**src/rtl/ppx_pkg.sv**
```systemverilog
package ppx_pkg;
  localparam int MODE_W  = 3;
  localparam int NUM_MODES = 1 << MODE_W;
  localparam int CTRL_W  = 6;
  localparam int DATA_W  = 8;

  typedef enum logic [MODE_W-1:0] {
    PM_STD   = 3'd0,
    PM_BIDIR = 3'd1,
    PM_FIFO  = 3'd2,
    PM_ECP   = 3'd3,
    PM_EPP   = 3'd4,
    PM_RSVD  = 3'd5,
    PM_TEST  = 3'd6,
    PM_CFG   = 3'd7
  } pmode_e;

  typedef struct packed {
    logic [MODE_W-1:0] mode;
    logic              err_dis;
    logic              dma_en;
    logic              svc_mask;
  } ctrl_t;

  localparam ctrl_t CTRL_RST = '{mode: PM_STD, err_dis: 1'b1, dma_en: 1'b0, svc_mask: 1'b1};
endpackage

```
**src/rtl/ppx_fault_detect.sv**
```systemverilog
module ppx_fault_detect #(
  parameter int SYNC_STAGES = 2
) (
  input  logic clk,
  input  logic rst_n,
  input  logic fault_n,
  output logic fall
);
  logic [SYNC_STAGES-1:0] chain;
  logic                   prev;

  genvar s;
  generate
    for (s = 0; s < SYNC_STAGES; s++) begin : g_sync
      if (s == 0) begin : g_first
        always_ff @(posedge clk or negedge rst_n)
          if (!rst_n) chain[0] <= 1'b1;
          else        chain[0] <= fault_n;
      end else begin : g_next
        always_ff @(posedge clk or negedge rst_n)
          if (!rst_n) chain[s] <= 1'b1;
          else        chain[s] <= chain[s-1];
      end
    end
  endgenerate

  always_ff @(posedge clk or negedge rst_n)
    if (!rst_n) prev <= 1'b1;
    else        prev <= chain[SYNC_STAGES-1];

  assign fall = prev & ~chain[SYNC_STAGES-1];

  AST_FALL_ONE_CYCLE: assert property (@(posedge clk) disable iff (!rst_n)
    fall |=> !fall);
endmodule

```
**src/rtl/ppx_ctrl_reg.sv**
```systemverilog
module ppx_ctrl_reg
  import ppx_pkg::*;
(
  input  logic                 clk,
  input  logic                 rst_n,
  input  logic                 wr_en,
  input  logic [DATA_W-1:0]    wdata,
  input  logic                 fifo_full,
  input  logic                 fifo_empty,
  output ctrl_t                ctrl,
  output logic [DATA_W-1:0]    rdata,
  output logic [NUM_MODES-1:0] mode_sel
);
  always_ff @(posedge clk or negedge rst_n)
    if (!rst_n)     ctrl <= CTRL_RST;
    else if (wr_en) ctrl <= ctrl_t'(wdata[DATA_W-1:DATA_W-CTRL_W]);

  assign rdata = {ctrl, fifo_full, fifo_empty};

  genvar m;
  generate
    for (m = 0; m < NUM_MODES; m++) begin : g_dec
      if (m == int'(PM_RSVD)) begin : g_none
        assign mode_sel[m] = 1'b0;
      end else begin : g_hit
        assign mode_sel[m] = (ctrl.mode == MODE_W'(m));
      end
    end
  endgenerate

  always_comb begin
    if (rst_n) begin
      AST_STATUS_PASS: assert (rdata[1:0] == {fifo_full, fifo_empty});
    end
  end

  AST_MODE_ONEHOT: assert property (@(posedge clk) disable iff (!rst_n)
    $onehot0(mode_sel));
  AST_RSVD_NONE: assert property (@(posedge clk) disable iff (!rst_n)
    (ctrl.mode == PM_RSVD) |-> (mode_sel == '0));
  AST_WRITE_TAKES: assert property (@(posedge clk) disable iff (!rst_n)
    wr_en |=> (rdata[DATA_W-1:2] == $past(wdata[DATA_W-1:2])));
endmodule

```
**src/rtl/ppx_req_gate.sv**
```systemverilog
module ppx_req_gate (
  input  logic clk,
  input  logic rst_n,
  input  logic fall,
  input  logic ecp_on,
  input  logic err_dis,
  input  logic dma_en,
  input  logic svc_mask,
  input  logic fifo_req,
  input  logic rd_en,
  output logic irq,
  output logic dma_req
);
  logic err_pend;
  logic err_irq;
  logic svc_irq;
  logic err_open;

  assign err_open = ecp_on & ~err_dis;

  always_ff @(posedge clk or negedge rst_n)
    if (!rst_n)                 err_pend <= 1'b0;
    else if (fall && err_open)  err_pend <= 1'b1;
    else if (rd_en)             err_pend <= 1'b0;

  assign err_irq = err_pend & err_open;
  assign svc_irq = fifo_req & ~svc_mask & ~dma_en;
  assign dma_req = fifo_req & ~svc_mask & dma_en;
  assign irq     = err_irq | svc_irq;

  AST_PEND_CLEAR: assert property (@(posedge clk) disable iff (!rst_n)
    (rd_en && !fall) |=> !err_pend);
  AST_PEND_HOLD: assert property (@(posedge clk) disable iff (!rst_n)
    (err_pend && !rd_en) |=> err_pend);
  AST_PEND_GATED: assert property (@(posedge clk) disable iff (!rst_n)
    (!err_pend && !(fall && err_open)) |=> !err_pend);
  AST_MASK_QUIET: assert property (@(posedge clk) disable iff (!rst_n)
    svc_mask |-> (!dma_req && !svc_irq));
  AST_ROUTE_EXCL: assert property (@(posedge clk) disable iff (!rst_n)
    !(dma_req && svc_irq));
  AST_DMA_NEEDS_REQ: assert property (@(posedge clk) disable iff (!rst_n)
    dma_req |-> fifo_req);
endmodule

```
**src/rtl/ppx_ctl.sv**
```systemverilog
module ppx_ctl
  import ppx_pkg::*;
#(
  parameter int SYNC_STAGES = 2
) (
  input  logic                 clk,
  input  logic                 rst_n,
  input  logic                 wr_en,
  input  logic                 rd_en,
  input  logic [DATA_W-1:0]    wdata,
  output logic [DATA_W-1:0]    rdata,
  input  logic                 fifo_full,
  input  logic                 fifo_empty,
  input  logic                 fifo_req,
  input  logic                 fault_n,
  output logic [NUM_MODES-1:0] mode_sel,
  output logic                 dma_req,
  output logic                 irq
);
  ctrl_t ctrl;
  logic  fall;

  ppx_ctrl_reg u_reg (
    .clk(clk), .rst_n(rst_n), .wr_en(wr_en), .wdata(wdata),
    .fifo_full(fifo_full), .fifo_empty(fifo_empty),
    .ctrl(ctrl), .rdata(rdata), .mode_sel(mode_sel)
  );

  ppx_fault_detect #(.SYNC_STAGES(SYNC_STAGES)) u_fault (
    .clk(clk), .rst_n(rst_n), .fault_n(fault_n), .fall(fall)
  );

  ppx_req_gate u_gate (
    .clk(clk), .rst_n(rst_n), .fall(fall),
    .ecp_on(mode_sel[int'(PM_ECP)]), .err_dis(ctrl.err_dis),
    .dma_en(ctrl.dma_en), .svc_mask(ctrl.svc_mask),
    .fifo_req(fifo_req), .rd_en(rd_en),
    .irq(irq), .dma_req(dma_req)
  );

  AST_RESET_QUIET: assert property (@(posedge clk) disable iff (!rst_n)
    $rose(rst_n) |-> (!irq && !dma_req));
endmodule

```
**config.mk**
```make
export PLATFORM = sky130hd
export DESIGN_NAME = ppx_ctl
export DESIGN_NICKNAME = d
export VERILOG_FILES = /design/src/rtl/ppx_pkg.sv /design/src/rtl/ppx_fault_detect.sv /design/src/rtl/ppx_ctrl_reg.sv /design/src/rtl/ppx_req_gate.sv /design/src/rtl/ppx_ctl.sv
export SDC_FILE = /design/constraint.sdc
export NUM_CORES = 1
export LEC_CHECK = 0
export BUFFER_PORTS_ARGS = -buffer_cell sky130_fd_sc_hd__buf_4
export CAP_MARGIN = 20
export CORE_MARGIN = 2
export CORE_UTILIZATION = 35
export CTS_CLUSTER_DIAMETER = 30
export DETAILED_ROUTE_END_ITERATION = 8
export PLACE_DENSITY_LB_ADDON = 0.3
export SETUP_SLACK_MARGIN = 0.15
export SYNTH_ARGS = -nofsm -noshare
export SYNTH_HDL_FRONTEND = slang
export SYNTH_SLANG_ARGS = --single-unit
```
**constraint.sdc**
```tcl
create_clock -name clk -period 1 [get_ports clk]
set_input_delay 0.1 -clock clk [delete_from_list [all_inputs] [get_ports clk]]
set_output_delay 0.1 -clock clk [all_outputs]
set_load 0.02 [all_outputs]
```
# Word-level counts from Yosys, hierarchy flattened
# Cells that the tools add are included.
[op_classes]
eq_ne = 6
mux = 2
n_bitwise = 11
n_reduce_logical = 3
[ops]
columns = ["op", "n"]
rows = [
  ["3-bit equality test, second input constant", 3],
  ["1-bit bitwise AND", 6],
  ["3-bit by 2-bit equality test with 1-bit output, second input constant", 2],
  ["1-bit NOT", 4],
  ["3-bit by 1-bit equality test with 1-bit output, second input constant", 1],
  ["3-bit logical NOT", 1],
  ["1-bit 2-to-1 mux", 2],
  ["2-bit nonzero test", 1],
  ["1-bit logical AND", 1],
  ["1-bit bitwise OR", 1],
]
[word_totals]
ff_bits = 10
inputBits = 16
out_inout_bits = 18
elab_cells = 30

# Longest topological paths before layout
# Gate-level depths: netlist of run 1.
[depth]
depth_word = 4
depth_mapped = 2
mapped_depth_nobuf = 2

# Modules after synthesis
# A second synthesis of run 1 with hierarchy kept.
[unflattened]
cells_unflattened = 42
area_unflattened_um2 = 549.3
[by_module_without_submodules]
columns = ["module", "instances", "cells_each", "area_each_um2", "seq_area_each_um2"]
rows = [
  ["ppx_ctrl_reg", 1, 30, 376.6, 152.6],
  ["ppx_fault_detect", 1, 4, 92.6, 78.8],
  ["ppx_req_gate", 1, 8, 80.1, 25.0],
]

# Worst setup path after synthesis of run 1
# OpenSTA, ideal clock, no wires.
[synth_path]
kind = "reg2out"
start = "register u_reg.ctrl[3] (netlist name)"
end = "output mode_sel[1]"
arrival_ns = 1.098
t_required_ns = 0.900
path_slack_ns = -0.198
stages_incl_launch_ff = 2
n_path_buf = 0
path_cell_list = "dfrtp_1 > nor3b_1"
[synth_via]
elab_chain_cells = 1
[synth_lines]
columns = ["element", "line_no", "source"]
rows = [
  ["3-bit by 1-bit equality test with 1-bit output", "ppx_ctrl_reg.sv:26", "assign mode_sel[m] = (ctrl.mode == MODE_W'(m));"],
  ["end, declared", "ppx_ctl.sv:16", "output logic [NUM_MODES-1:0] mode_sel,"],
]
# No other way between the ends.

# Final worst setup path of run 1
[layout_path]
start = "register u_reg.ctrl[2] (netlist name)"
end = "output irq"
[layout_via]
elab_chain_cells = 4
[layout_lines]
columns = ["element", "line_no", "source"]
rows = [
  ["1-bit NOT", "ppx_req_gate.sv:19", "assign err_open = ecp_on & ~err_dis;"],
  ["1-bit bitwise AND", "ppx_req_gate.sv:19", ""],
  ["1-bit bitwise AND", "ppx_req_gate.sv:26", "assign err_irq = err_pend & err_open;"],
  ["1-bit bitwise OR", "ppx_req_gate.sv:29", "assign irq = err_irq | svc_irq;"],
  ["end, declared", "ppx_ctl.sv:18", "output logic irq"],
]
# No other way between the ends.

==> metrics.txt, run 1 <==
# TYPE chip_impl_metric gauge
chip_impl_info{name="reg2reg_from",value="u_reg.ctrl[2]"} 1
chip_impl_metric{name="timing.critical_path.depth",unit=""} 3
chip_impl_info{name="final_cell_mix",value="buf_6 (22), buf_4 (15), mux2_2 (5), dfstp_2 (5)"} 1
chip_impl_metric{name="cts_max_path_buffers",unit=""} 2
chip_impl_metric{name="critical_path.n_buffers_inverters",unit=""} 1
chip_impl_metric{name="timing.max_cap.violations",unit=""} 0
chip_impl_info{name="root_buffer",value="clkbuf_4"} 1
chip_impl_metric{name="floorplan.die.width",unit="um"} 41.6
chip_impl_metric{name="cts_made_buffers",unit=""} 3
chip_impl_metric{name="post_drt_via_cell_ratio",unit=""} 4.66
chip_impl_metric{name="seqCellArea",unit="um^2"} 260
chip_impl_metric{name="final_core_util",unit=""} 0.691
chip_impl_metric{name="die-height",unit="um"} 41.6
chip_impl_metric{name="ios",unit=""} 34
chip_impl_metric{name="clock_latency",unit="ns"} 0.26
chip_impl_metric{name="place_hpwl",unit="um"} 703
chip_impl_metric{name="combinationalPowerShare",unit=""} 0.348
chip_impl_metric{name="clk_pin_slew",unit="ns"} 0.06
chip_impl_info{name="worst_r2r_endpoint",value="u_gate.err_pend"} 1
chip_impl_metric{name="grt_use_total",unit=""} 0.128
chip_impl_metric{name="switchingPower",unit="mW"} 0.330
chip_impl_metric{name="reg2reg_slack",unit="ns"} -0.06
chip_impl_metric{name="placed_cells",unit=""} 77
chip_impl_metric{name="fin_tns_setup",unit="ns"} -3.04
chip_impl_metric{name="leakagePower",unit="nW"} 0.444
chip_impl_metric{name="fillers",unit=""} 107
chip_impl_info{name="run_status",value="finished with violations"} 1
chip_impl_metric{name="vias",unit=""} 415
chip_impl_metric{name="worstRegToRegCells",unit=""} 2
chip_impl_metric{name="cellInternalPower",unit="mW"} 0.927
chip_impl_info{name="critical_path.endpoint",value="irq"} 1
chip_impl_metric{name="report.final.hold_viol_count",unit=""} 0
chip_impl_info{name="holdCritPathClass",value="input port to flop"} 1
chip_impl_info{name="timing.critical_path.from",value="u_reg.ctrl[2]"} 1
chip_impl_metric{name="flow.area_growth_from_synthesis",unit="%"} 83.8
chip_impl_metric{name="detailedRoute.firstPassIterationCount",unit=""} 2
chip_impl_metric{name="worst_clock_skew",unit="ns"} 0.00266
chip_impl_metric{name="area_taken_by_multi_input_logic_gates",unit="um^2"} 208
chip_impl_info{name="crit_family",value="flip-flops"} 1
chip_impl_metric{name="vdd_ir_drop_max",unit="mV"} 1.27
chip_impl_metric{name="ant_nets",unit=""} 0
chip_impl_metric{name="grt_antenna_before_repair",unit=""} 0
chip_impl_info{name="tritoncts",value="built"} 1
chip_impl_metric{name="drt-initial-drc-count",unit=""} 2
chip_impl_metric{name="netlist_area",unit="um^2"} 495
chip_impl_metric{name="grt_pass1_wl",unit="mm"} 1.71
chip_impl_metric{name="total_power",unit="mW"} 1.26
chip_impl_metric{name="layout_setup_ws",unit="ns"} -0.404
chip_impl_metric{name="yosys_warnings",unit=""} 0
chip_impl_metric{name="syn-num-nets",unit=""} 55
chip_impl_metric{name="synth.lib_cells_used.distinct",unit=""} 15
chip_impl_metric{name="final-setup-viol-count",unit=""} 19
chip_impl_metric{name="routabilityCongestion",unit=""} 0.648
chip_impl_metric{name="remaining_drc_errors",unit=""} 0
chip_impl_metric{name="grt_start_max_net_pins",unit=""} 11
chip_impl_metric{name="timing.critical_path.fanout_max",unit=""} 2
chip_impl_metric{name="routed_wirelength",unit="mm"} 1.03
chip_impl_metric{name="fp-row-count",unit=""} 13
chip_impl_metric{name="number_of_storage_elements_in_the_synthesis_netlist",unit=""} 10
chip_impl_metric{name="final_net_count",unit=""} 91
chip_impl_info{name="worstSetupPathType",value="flop to output pin"} 1
chip_impl_metric{name="portBuffers",unit=""} 26
chip_impl_metric{name="layout.cells.non_filler",unit=""} 89
chip_impl_metric{name="synth.yosys.seq_area_share",unit=""} 0.518
chip_impl_metric{name="final_max_slew_viol_count",unit=""} 0
chip_impl_metric{name="net_switching_share_of_the_total_power",unit=""} 0.262
chip_impl_metric{name="crit_required",unit="ns"} 0.90
chip_impl_metric{name="fmaxAchievable",unit="MHz"} 712
chip_impl_metric{name="floorplan.initialDensity",unit=""} 0.376
chip_impl_metric{name="numClockSinks",unit=""} 10
chip_impl_metric{name="h-tree-depth",unit=""} 1
chip_impl_info{name="critical_path.startpoint_type",value="flop"} 1
chip_impl_metric{name="core",unit="mm^2"} 0.00132
chip_impl_info{name="violations",value="negative setup slack"} 1
chip_impl_metric{name="via_count_of_the_first_global_routing_pass",unit=""} 430
chip_impl_metric{name="worst_ep_arrival_time",unit="ns"} 1.30
chip_impl_info{name="most_common_cell_after_layout_fill_and_taps_aside",value="buf_6"} 1
chip_impl_info{name="path_cells",value="and4bb_1, a21o_2, buf_6"} 1
chip_impl_info{name="rsz0062_at_grt",value="yes"} 1
chip_impl_metric{name="power_density",unit="mW/mm^2"} 1380
chip_impl_metric{name="crit_path_max_incr_delay",unit="ns"} 0.52
chip_impl_metric{name="gr-total-overflow",unit=""} 0
chip_impl_metric{name="antenna-diode-count",unit=""} 0
chip_impl_metric{name="postSynthAreaPerCell",unit="um^2"} 12.7
chip_impl_metric{name="seq_power_share",unit=""} 0.375
chip_impl_metric{name="min_period",unit="ns"} 1.40
chip_impl_metric{name="final_layout_size_suffix_gt1_frac",unit=""} 0.851
chip_impl_info{name="critical_path.endpoint_type",value="output pin"} 1
chip_impl_info{name="slowest_stage",value="dfstp_2"} 1
chip_impl_metric{name="routed_wire_length_per_instance",unit="um"} 11.5
chip_impl_metric{name="clockPowerShare",unit=""} 0.277
chip_impl_metric{name="syn_inst",unit=""} 39
chip_impl_metric{name="fin_crit_share",unit=""} 1.40
chip_impl_metric{name="floorplan.die_area",unit="mm^2"} 0.00173
cell families (layout without fill, tap and decap cells):
| kind of cell | count (synthesis) | in the layout | share of synthesized area |
|---|---|---|---|
| AO/OA/AOI/OAI | 2 | 2 | 0.0379 |
| buffers and inverters | 10 | 45 | 0.131 |
| flip-flops | 10 | 10 | 0.518 |
| multiplexers | 6 | 6 | 0.136 |
| other | 1 | 1 | 0.00757 |
| AND/OR/NAND/NOR | 10 | 10 | 0.169 |
what timing repair did:
action                     CTS  global route
hold endpoints to repair    11             0
setup buffers                5             1
gates resized for setup     21             4
pin swaps                    3             3
hold buffers                 2             0
setup endpoints to repair   19            21
area by class of cell:
type,instances,share of cell area
tap,15,0.0206
multi-input combinational,19,0.228
sequential,10,0.286
inverter,2,0.00824
clock buffer,4,0.0398
timing repair buffer,39,0.418
worst reg2reg max path: cells and delay by family (launching register included):
family,cells,cell delay [ns]
flip-flops,1,0.52
AND/OR/NAND/NOR,1,0.20
AO/OA/AOI/OAI,1,0.22
power groups by stage:
stage | Sequential [mW] | Combinational [mW] | Clock (mW)
floorplan | 0.508 | 0.164 | 0
global placement | 0.472 | 0.320 | 0
detailed placement | 0.474 | 0.322 | 0
CTS | 0.471 | 0.417 | 0.353
global route | 0.475 | 0.465 | 0.382
finish | 0.471 | 0.438 | 0.348
synth_stat cells:
library cell | n | area, um^2
conb_1 | 1 | 3.75
nor3b_1 | 4 | 30.0
and3b_2 | 2 | 20.0
nor3_1 | 1 | 5.00
dfstp_2 | 5 | 131
and3b_1 | 1 | 8.76
a21o_2 | 1 | 8.76
mux2_2 | 6 | 67.6
buf_4 | 7 | 52.6
dfrtp_1 | 5 | 125
inv_1 | 2 | 7.51
a32o_1 | 1 | 10.0
buf_2 | 1 | 5.00
and4bb_1 | 1 | 12.5
and3_2 | 1 | 7.51
layer usage:
layer  GRT usage  vias up  wire length (um)
met5           0        -                 0
met4      0.0387        0                 0
met3      0.0435        0                53
met2       0.225       13               579
met1       0.144      203               394
li1            -      199                 -
sequential cells by signal, indices dropped and copies added, names as in the netlist:
register / count
u_gate.err_pend: 1
u_reg.ctrl: 6
u_fault.prev: 1
u_fault.chain: 2
stage by stage:
step / worst slack [ns] / area (um^2) / hold slack, ns
6_report: -0.404 / 911 / 0.0749
5_1_grt: -0.462 / 911 / 0.0647
4_1_cts: -0.397 / 886 / 0.0721
3_5_place_dp: -0.160 / 713 / -0.0692
3_3_place_gp: -0.155 / 713 / -0.0712
2_1_floorplan: -0.0485 / 523 / -0.196
worst min path at each step:
| stage | cells past startpoint | to | from | slack (ns) |
|---|---|---|---|---|
| 2_1_floorplan | 0 | u_gate.err_pend | rst_n | -0.20 |
| 3_3_place_gp | 1 | u_reg.ctrl[1] | rst_n | -0.07 |
| 3_5_place_dp | 1 | u_reg.ctrl[1] | rst_n | -0.07 |
| 4_1_cts | 2 | u_reg.ctrl[2] | wdata[4] | 0.07 |
| 5_1_grt | 2 | u_reg.ctrl[1] | wdata[3] | 0.06 |
| 6_report | 2 | u_reg.ctrl[1] | wdata[3] | 0.07 |
Note: power is estimated with default switching activity, not from simulation.
==> inputs of run 2 (changes only) <==
Settings changed: PLACE_DENSITY from default to 0.74, PLACE_DENSITY_LB_ADDON 0.3 to default.
==> metrics.txt, run 2 (synthesized netlist as in run 1, its figures left out) <==
# TYPE chip_impl_metric gauge
chip_impl_metric{name="report.final.hold_viol_count",unit=""} 0
chip_impl_info{name="rsz0062_at_grt",value="yes"} 1
chip_impl_metric{name="fin_worst_hold_slack",unit="ns"} 0.0666
chip_impl_metric{name="final_net_count",unit=""} 94
chip_impl_info{name="worstSetupPathType",value="flop to output pin"} 1
chip_impl_metric{name="largest_reg_flops",unit=""} 6
chip_impl_metric{name="power_density",unit="mW/mm^2"} 1320
chip_impl_metric{name="cts_made_buffers",unit=""} 3
chip_impl_metric{name="via_count_of_the_first_global_routing_pass",unit=""} 464
chip_impl_info{name="critical_path.endpoint_type",value="output pin"} 1
chip_impl_metric{name="final_layout_size_suffix_gt1_frac",unit=""} 0.844
chip_impl_metric{name="layout_setup_ws",unit="ns"} -0.422
chip_impl_metric{name="leakagePower",unit="nW"} 0.465
chip_impl_metric{name="die-height",unit="um"} 41.6
chip_impl_metric{name="worst_ep_arrival_time",unit="ns"} 1.32
chip_impl_metric{name="h-tree-depth",unit=""} 1
chip_impl_metric{name="remaining_drc_errors",unit=""} 0
chip_impl_metric{name="routed_wirelength",unit="mm"} 1.39
chip_impl_metric{name="net_switching_share_of_the_total_power",unit=""} 0.282
chip_impl_metric{name="timing.critical_path.fanout_max",unit=""} 2
chip_impl_info{name="most_common_cell_after_layout_fill_and_taps_aside",value="buf_6"} 1
chip_impl_metric{name="combinationalPowerShare",unit=""} 0.383
chip_impl_metric{name="final-setup-viol-count",unit=""} 17
chip_impl_metric{name="layout.cells.non_filler",unit=""} 92
chip_impl_metric{name="vias",unit=""} 428
chip_impl_metric{name="fmaxAchievable",unit="MHz"} 703
chip_impl_metric{name="fp-row-count",unit=""} 13
chip_impl_metric{name="grt_start_max_net_pins",unit=""} 11
chip_impl_metric{name="vdd_ir_drop_max",unit="mV"} 0.866
chip_impl_metric{name="placed_cells",unit=""} 76
chip_impl_metric{name="ios",unit=""} 34
chip_impl_info{name="critical_path.startpoint_type",value="flop"} 1
chip_impl_metric{name="clock_latency",unit="ns"} 0.26
chip_impl_metric{name="core",unit="mm^2"} 0.00132
chip_impl_metric{name="numClockSinks",unit=""} 10
chip_impl_metric{name="place_hpwl",unit="um"} 753
chip_impl_metric{name="critical_path.n_buffers_inverters",unit=""} 1
chip_impl_info{name="holdCritPathClass",value="input port to flop"} 1
chip_impl_metric{name="grt_antenna_before_repair",unit=""} 0
chip_impl_metric{name="crit_required",unit="ns"} 0.90
chip_impl_metric{name="gr-total-overflow",unit=""} 0
chip_impl_metric{name="post_drt_via_cell_ratio",unit=""} 4.65
chip_impl_metric{name="grt_use_total",unit=""} 0.160
chip_impl_metric{name="flow.area_growth_from_synthesis",unit="%"} 88.1
chip_impl_metric{name="placement_stage_cell_area",unit="um^2"} 706
chip_impl_info{name="tritoncts",value="built"} 1
chip_impl_metric{name="portBuffers",unit=""} 26
chip_impl_info{name="violations",value="negative setup slack"} 1
chip_impl_info{name="crit_family",value="flip-flops"} 1
chip_impl_metric{name="antenna-diode-count",unit=""} 0
chip_impl_info{name="max_flop_register",value="u_reg.ctrl"} 1
chip_impl_metric{name="cellInternalPower",unit="mW"} 0.882
chip_impl_metric{name="fin_crit_share",unit=""} 1.42
chip_impl_metric{name="grt_pass1_wl",unit="mm"} 2.13
chip_impl_metric{name="routabilityCongestion",unit=""} 0.649
chip_impl_metric{name="ant_nets",unit=""} 0
chip_impl_metric{name="floorplan.die_area",unit="mm^2"} 0.00173
chip_impl_metric{name="min_period",unit="ns"} 1.42
chip_impl_metric{name="final_max_slew_viol_count",unit=""} 0
chip_impl_metric{name="clk_pin_slew",unit="ns"} 0.06
chip_impl_metric{name="cts_max_path_buffers",unit=""} 2
chip_impl_metric{name="floorplan.initialDensity",unit=""} 0.376
chip_impl_metric{name="pre_cts_slack",unit="ns"} -0.177
chip_impl_info{name="largest_registers",value="u_reg.ctrl x6, u_fault.chain x2"} 1
chip_impl_info{name="final_cell_mix",value="buf_6 (23), buf_4 (17), dfstp_2 (5)"} 1
chip_impl_metric{name="switchingPower",unit="mW"} 0.347
chip_impl_metric{name="clockPowerShare",unit=""} 0.228
chip_impl_metric{name="seq_power_share",unit=""} 0.389
chip_impl_metric{name="floorplan.die.width",unit="um"} 41.6
chip_impl_metric{name="total_power",unit="mW"} 1.23
chip_impl_metric{name="detailedRoute.firstPassIterationCount",unit=""} 4
chip_impl_metric{name="routed_wire_length_per_instance",unit="um"} 15.1
chip_impl_metric{name="crit_path_max_incr_delay",unit="ns"} 0.53
chip_impl_info{name="path_cells",value="and4bb_1, a21o_2, buf_6"} 1
chip_impl_info{name="run_status",value="finished with violations"} 1
chip_impl_metric{name="worst_clock_skew",unit="ns"} 0.00280
chip_impl_metric{name="design_area",unit="um^2"} 932
chip_impl_info{name="root_buffer",value="clkbuf_4"} 1
chip_impl_info{name="slowest_stage",value="dfstp_2"} 1
chip_impl_metric{name="drt-initial-drc-count",unit=""} 5
chip_impl_metric{name="timing.max_cap.violations",unit=""} 0
## run 2: cell count changes in the layout (fill, tap and decap cells not counted)
cell | before | now
buf_4 | 15 | 17
buf_6 | 22 | 23
clkbuf_1 | 0 | 1
clkbuf_8 | 1 | 0
mux2_2 | 5 | 2
mux2_4 | 1 | 4
nor3_2 | 0 | 1
nor3_4 | 1 | 0
## run 2: final cells by class
class | count | area, um^2
tap | 15 | 18.8
fill | 86 | 385
timing repair buffer | 42 | 407
multi-input combinational | 19 | 213
inverter | 2 | 7.51
clock buffer | 4 | 26.3
sequential | 10 | 260
## run 2: worst paths after layout
kind | start | end | slack (ns) | depth (start not counted)
worst max-delay path | u_reg.ctrl[2] | irq | -0.42 | 3
worst min-delay path | wdata[7] | u_reg.ctrl[5] | 0.07 | 2
worst max register to register | u_reg.ctrl[2] | u_gate.err_pend | -0.19 | 3
worst min register to register | u_fault.chain[0] | u_fault.chain[1] | 0.36 | 0
max in group asynchronous | rst_n | u_fault.chain[0] | 0.58 | 2
min in group asynchronous | rst_n | u_gate.err_pend | 0.20 | 2
## run 2: per-layer routing
metal / vias up / routed length [um] / track usage
met2: 10 / 717 / 0.269
met3: 2 / 42 / 0.0478
met5: - / 0 / 0
met1: 212 / 626 / 0.192
met4: 0 / 6 / 0.0581
li1: 204 / - / -
## run 2: metrics by stage
step,util,setup TNS [ns]
after global routing,0.708,-4.14
after global placement,0.536,-0.189
after CTS,0.673,-3.09
after detailed placement,0.536,-0.281
final,0.708,-3.47
after floorplan,-,-0.0943
## run 2: worst register-to-register path, cell delays in order, from the launching register on
cell and delay, ns:
dfstp_2 0.53, and4bb_1 0.21, buf_4 0.13, a32o_1 0.21
## run 2: power by group through the flow
stage | registers [mW] | clock network (mW) | logic [mW]
finish | 0.478 | 0.280 | 0.470
global route | 0.482 | 0.323 | 0.494
CTS | 0.475 | 0.290 | 0.426
detailed placement | 0.476 | 0 | 0.317
global placement | 0.474 | 0 | 0.311
floorplan | 0.508 | 0 | 0.164
## run 2: timing repair
action,in CTS,in global routing
endpoints found under the setup margin,19,21
pin swaps,4,2
resized for setup,23,6
setup buffers,5,3
gates cloned,2,0
hold endpoints to repair,11,0
hold buffers,2,0
==> inputs of run 3 (changes only) <==
Settings changed: CELL_PAD_IN_SITES_DETAIL_PLACEMENT from default to 0, CELL_PAD_IN_SITES_GLOBAL_PLACEMENT from default to 2, CORE_ASPECT_RATIO from default to 0.6, CORE_UTILIZATION 35 to 20.
==> metrics.txt, run 3 (synthesized netlist as in run 1, its figures left out) <==
# TYPE chip_impl_metric gauge
chip_impl_metric{name="final_max_slew_viol_count",unit=""} 0
chip_impl_metric{name="cellInternalPower",unit="mW"} 1.10
chip_impl_metric{name="layout_setup_ws",unit="ns"} -0.370
chip_impl_metric{name="timing.max_cap.violations",unit=""} 0
chip_impl_metric{name="final-setup-viol-count",unit=""} 18
chip_impl_metric{name="total_power",unit="mW"} 1.47
chip_impl_metric{name="worstRegToRegCells",unit=""} 4
chip_impl_metric{name="worst_clock_skew",unit="ns"} 0.00527
chip_impl_metric{name="grt_start_max_net_pins",unit=""} 11
chip_impl_metric{name="routed_wirelength",unit="mm"} 1.35
chip_impl_metric{name="gr-total-overflow",unit=""} 0
chip_impl_info{name="worstSetupPathType",value="flop to output pin"} 1
chip_impl_metric{name="switchingPower",unit="mW"} 0.377
chip_impl_metric{name="via_count_of_the_first_global_routing_pass",unit=""} 449
chip_impl_metric{name="largest_reg_flops",unit=""} 6
chip_impl_info{name="final_cell_mix",value="buf_6 (26), buf_4 (16), dfstp_2 (5)"} 1
chip_impl_metric{name="timing.critical_path.fanout_max",unit=""} 2
chip_impl_info{name="most_common_cell_after_layout_fill_and_taps_aside",value="buf_6"} 1
chip_impl_metric{name="layout.cells.non_filler",unit=""} 109
chip_impl_info{name="holdCritPathClass",value="input port to flop"} 1
chip_impl_info{name="critical_path.endpoint_type",value="output pin"} 1
chip_impl_metric{name="floorplan.die_area",unit="mm^2"} 0.00290
chip_impl_metric{name="h-tree-depth",unit=""} 1
chip_impl_metric{name="net_switching_share_of_the_total_power",unit=""} 0.256
chip_impl_metric{name="final_layout_size_suffix_gt1_frac",unit=""} 0.861
chip_impl_metric{name="drt-initial-drc-count",unit=""} 3
chip_impl_metric{name="clk_pin_slew",unit="ns"} 0.05
chip_impl_metric{name="portBuffers",unit=""} 26
chip_impl_info{name="worst_r2r_endpoint",value="u_reg.ctrl[5]"} 1
chip_impl_metric{name="timing.hold.worst_path_depth",unit=""} 2
chip_impl_metric{name="detailedRoute.firstPassIterationCount",unit=""} 4
chip_impl_metric{name="die-height",unit="um"} 42.6
chip_impl_metric{name="floorplan.die.width",unit="um"} 68.3
chip_impl_metric{name="grt_antenna_before_repair",unit=""} 0
chip_impl_metric{name="seq_power_share",unit=""} 0.325
chip_impl_metric{name="fin_crit_share",unit=""} 1.37
chip_impl_metric{name="cts_made_buffers",unit=""} 3
chip_impl_metric{name="report.final.hold_viol_count",unit=""} 0
chip_impl_metric{name="post_drt_via_cell_ratio",unit=""} 3.87
chip_impl_metric{name="placed_cells",unit=""} 92
chip_impl_metric{name="leakagePower",unit="nW"} 0.494
chip_impl_metric{name="crit_required",unit="ns"} 0.90
chip_impl_metric{name="routed_wire_length_per_instance",unit="um"} 12.4
chip_impl_metric{name="ant_nets",unit=""} 0
chip_impl_metric{name="core",unit="mm^2"} 0.00226
chip_impl_metric{name="combinationalPowerShare",unit=""} 0.337
chip_impl_metric{name="cts_max_path_buffers",unit=""} 2
chip_impl_metric{name="remaining_drc_errors",unit=""} 0
chip_impl_metric{name="grt_pass1_wl",unit="mm"} 2.17
chip_impl_info{name="max_flop_register",value="u_reg.ctrl"} 1
chip_impl_info{name="rsz0062_at_grt",value="yes"} 1
chip_impl_info{name="largest_registers",value="u_reg.ctrl x6, u_fault.chain x2"} 1
chip_impl_info{name="violations",value="negative setup slack"} 1
chip_impl_metric{name="numClockSinks",unit=""} 10
chip_impl_info{name="run_status",value="finished with violations"} 1
chip_impl_info{name="min_to",value="u_reg.ctrl[2]"} 1
chip_impl_metric{name="ios",unit=""} 34
chip_impl_metric{name="grt_use_total",unit=""} 0.107
chip_impl_metric{name="flow.area_growth_from_synthesis",unit="%"} 104
chip_impl_metric{name="fmaxAchievable",unit="MHz"} 730
chip_impl_metric{name="antenna-diode-count",unit=""} 0
chip_impl_info{name="reg2reg_from",value="u_reg.ctrl[5]"} 1
chip_impl_metric{name="worst_ep_arrival_time",unit="ns"} 1.27
chip_impl_metric{name="power_density",unit="mW/mm^2"} 1450
chip_impl_metric{name="final_net_count",unit=""} 96
chip_impl_metric{name="fp-row-count",unit=""} 13
chip_impl_metric{name="reg2reg_slack",unit="ns"} -0.14
chip_impl_info{name="timing.hold.worst.start",value="wdata[4]"} 1
chip_impl_info{name="tritoncts",value="built"} 1
chip_impl_metric{name="clock_latency",unit="ns"} 0.24
chip_impl_metric{name="routabilityCongestion",unit=""} 0.610
chip_impl_info{name="root_buffer",value="clkbuf_8"} 1
chip_impl_metric{name="floorplan.initialDensity",unit=""} 0.219
chip_impl_metric{name="place_hpwl",unit="um"} 843
chip_impl_info{name="critical_path.startpoint_type",value="flop"} 1
chip_impl_metric{name="fillers",unit=""} 213
chip_impl_metric{name="clockPowerShare",unit=""} 0.339
chip_impl_metric{name="vias",unit=""} 422
chip_impl_metric{name="min_period",unit="ns"} 1.37
chip_impl_metric{name="vdd_ir_drop_max",unit="mV"} 0.461
run 3: layout make-up:
type / instances / area, um^2 / share of cell area
Inverter: 2 / 7.51 / 0.00742
Clock buffer: 4 / 55.1 / 0.0544
Sequential cell: 10 / 260 / 0.257
Timing Repair Buffer: 44 / 433 / 0.428
Tap cell: 30 / 37.5 / 0.0371
Multi-Input combinational cell: 19 / 219 / 0.216
run 3: through the flow:
step           utilization  TNS (ns)  cell area (um^2)  worst slack, ns  hold slack [ns]
6_report             0.448     -3.05              1010           -0.370           0.0944
5_1_grt              0.448     -3.56              1010           -0.409           0.0906
4_1_cts              0.425     -2.70               961           -0.367           0.0930
3_5_place_dp         0.324    -0.244               732           -0.153          -0.0671
3_3_place_gp         0.324    -0.228               732           -0.148          -0.0681
2_1_floorplan            -   -0.0943               523          -0.0485           -0.196
run 3: repair_timing:
item / CTS / global route
setup endpoints to repair: 20 / 22
hold endpoints to repair: 11 / 0
setup buffers: 6 / 3
resized for setup: 26 / 7
pin swaps: 5 / 2
cloned: 2 / 0
hold buffers: 2 / 0
run 3: power groups by stage:
stage	Clock, mW	Sequential, mW	Combinational [mW]
global route	0.531	0.481	0.524
finish	0.498	0.478	0.496
detailed placement	0	0.476	0.325
floorplan	0	0.508	0.164
global placement	0	0.475	0.323
CTS	0.508	0.478	0.450
run 3: routing by layer:
layer	GRT usage	vias to the layer above	share of wire
met1	0.142	198	0.45
met2	0.150	12	0.47
met3	0.0618	4	0.058
li1	-	208	-
met4	0.0240	0	0.016
met5	0	-	0
run 3: worst max-delay path, stage by stage, from the launching register on:
cell and delay, ns:
dfstp_2 0.52, and4bb_1 0.19, a21o_2 0.20, buf_6 0.12
run 3: worst max-delay path by stage:
stage                       start   to  slack [ns]  cells after the start
CTS                 u_reg.ctrl[2]  irq       -0.37                      3
detailed placement  u_reg.ctrl[2]  irq       -0.15                      3
finish              u_reg.ctrl[2]  irq       -0.37                      3
global route        u_reg.ctrl[2]  irq       -0.41                      3
floorplan           u_reg.ctrl[2]  irq       -0.05                      2
global placement    u_reg.ctrl[2]  irq       -0.15                      3
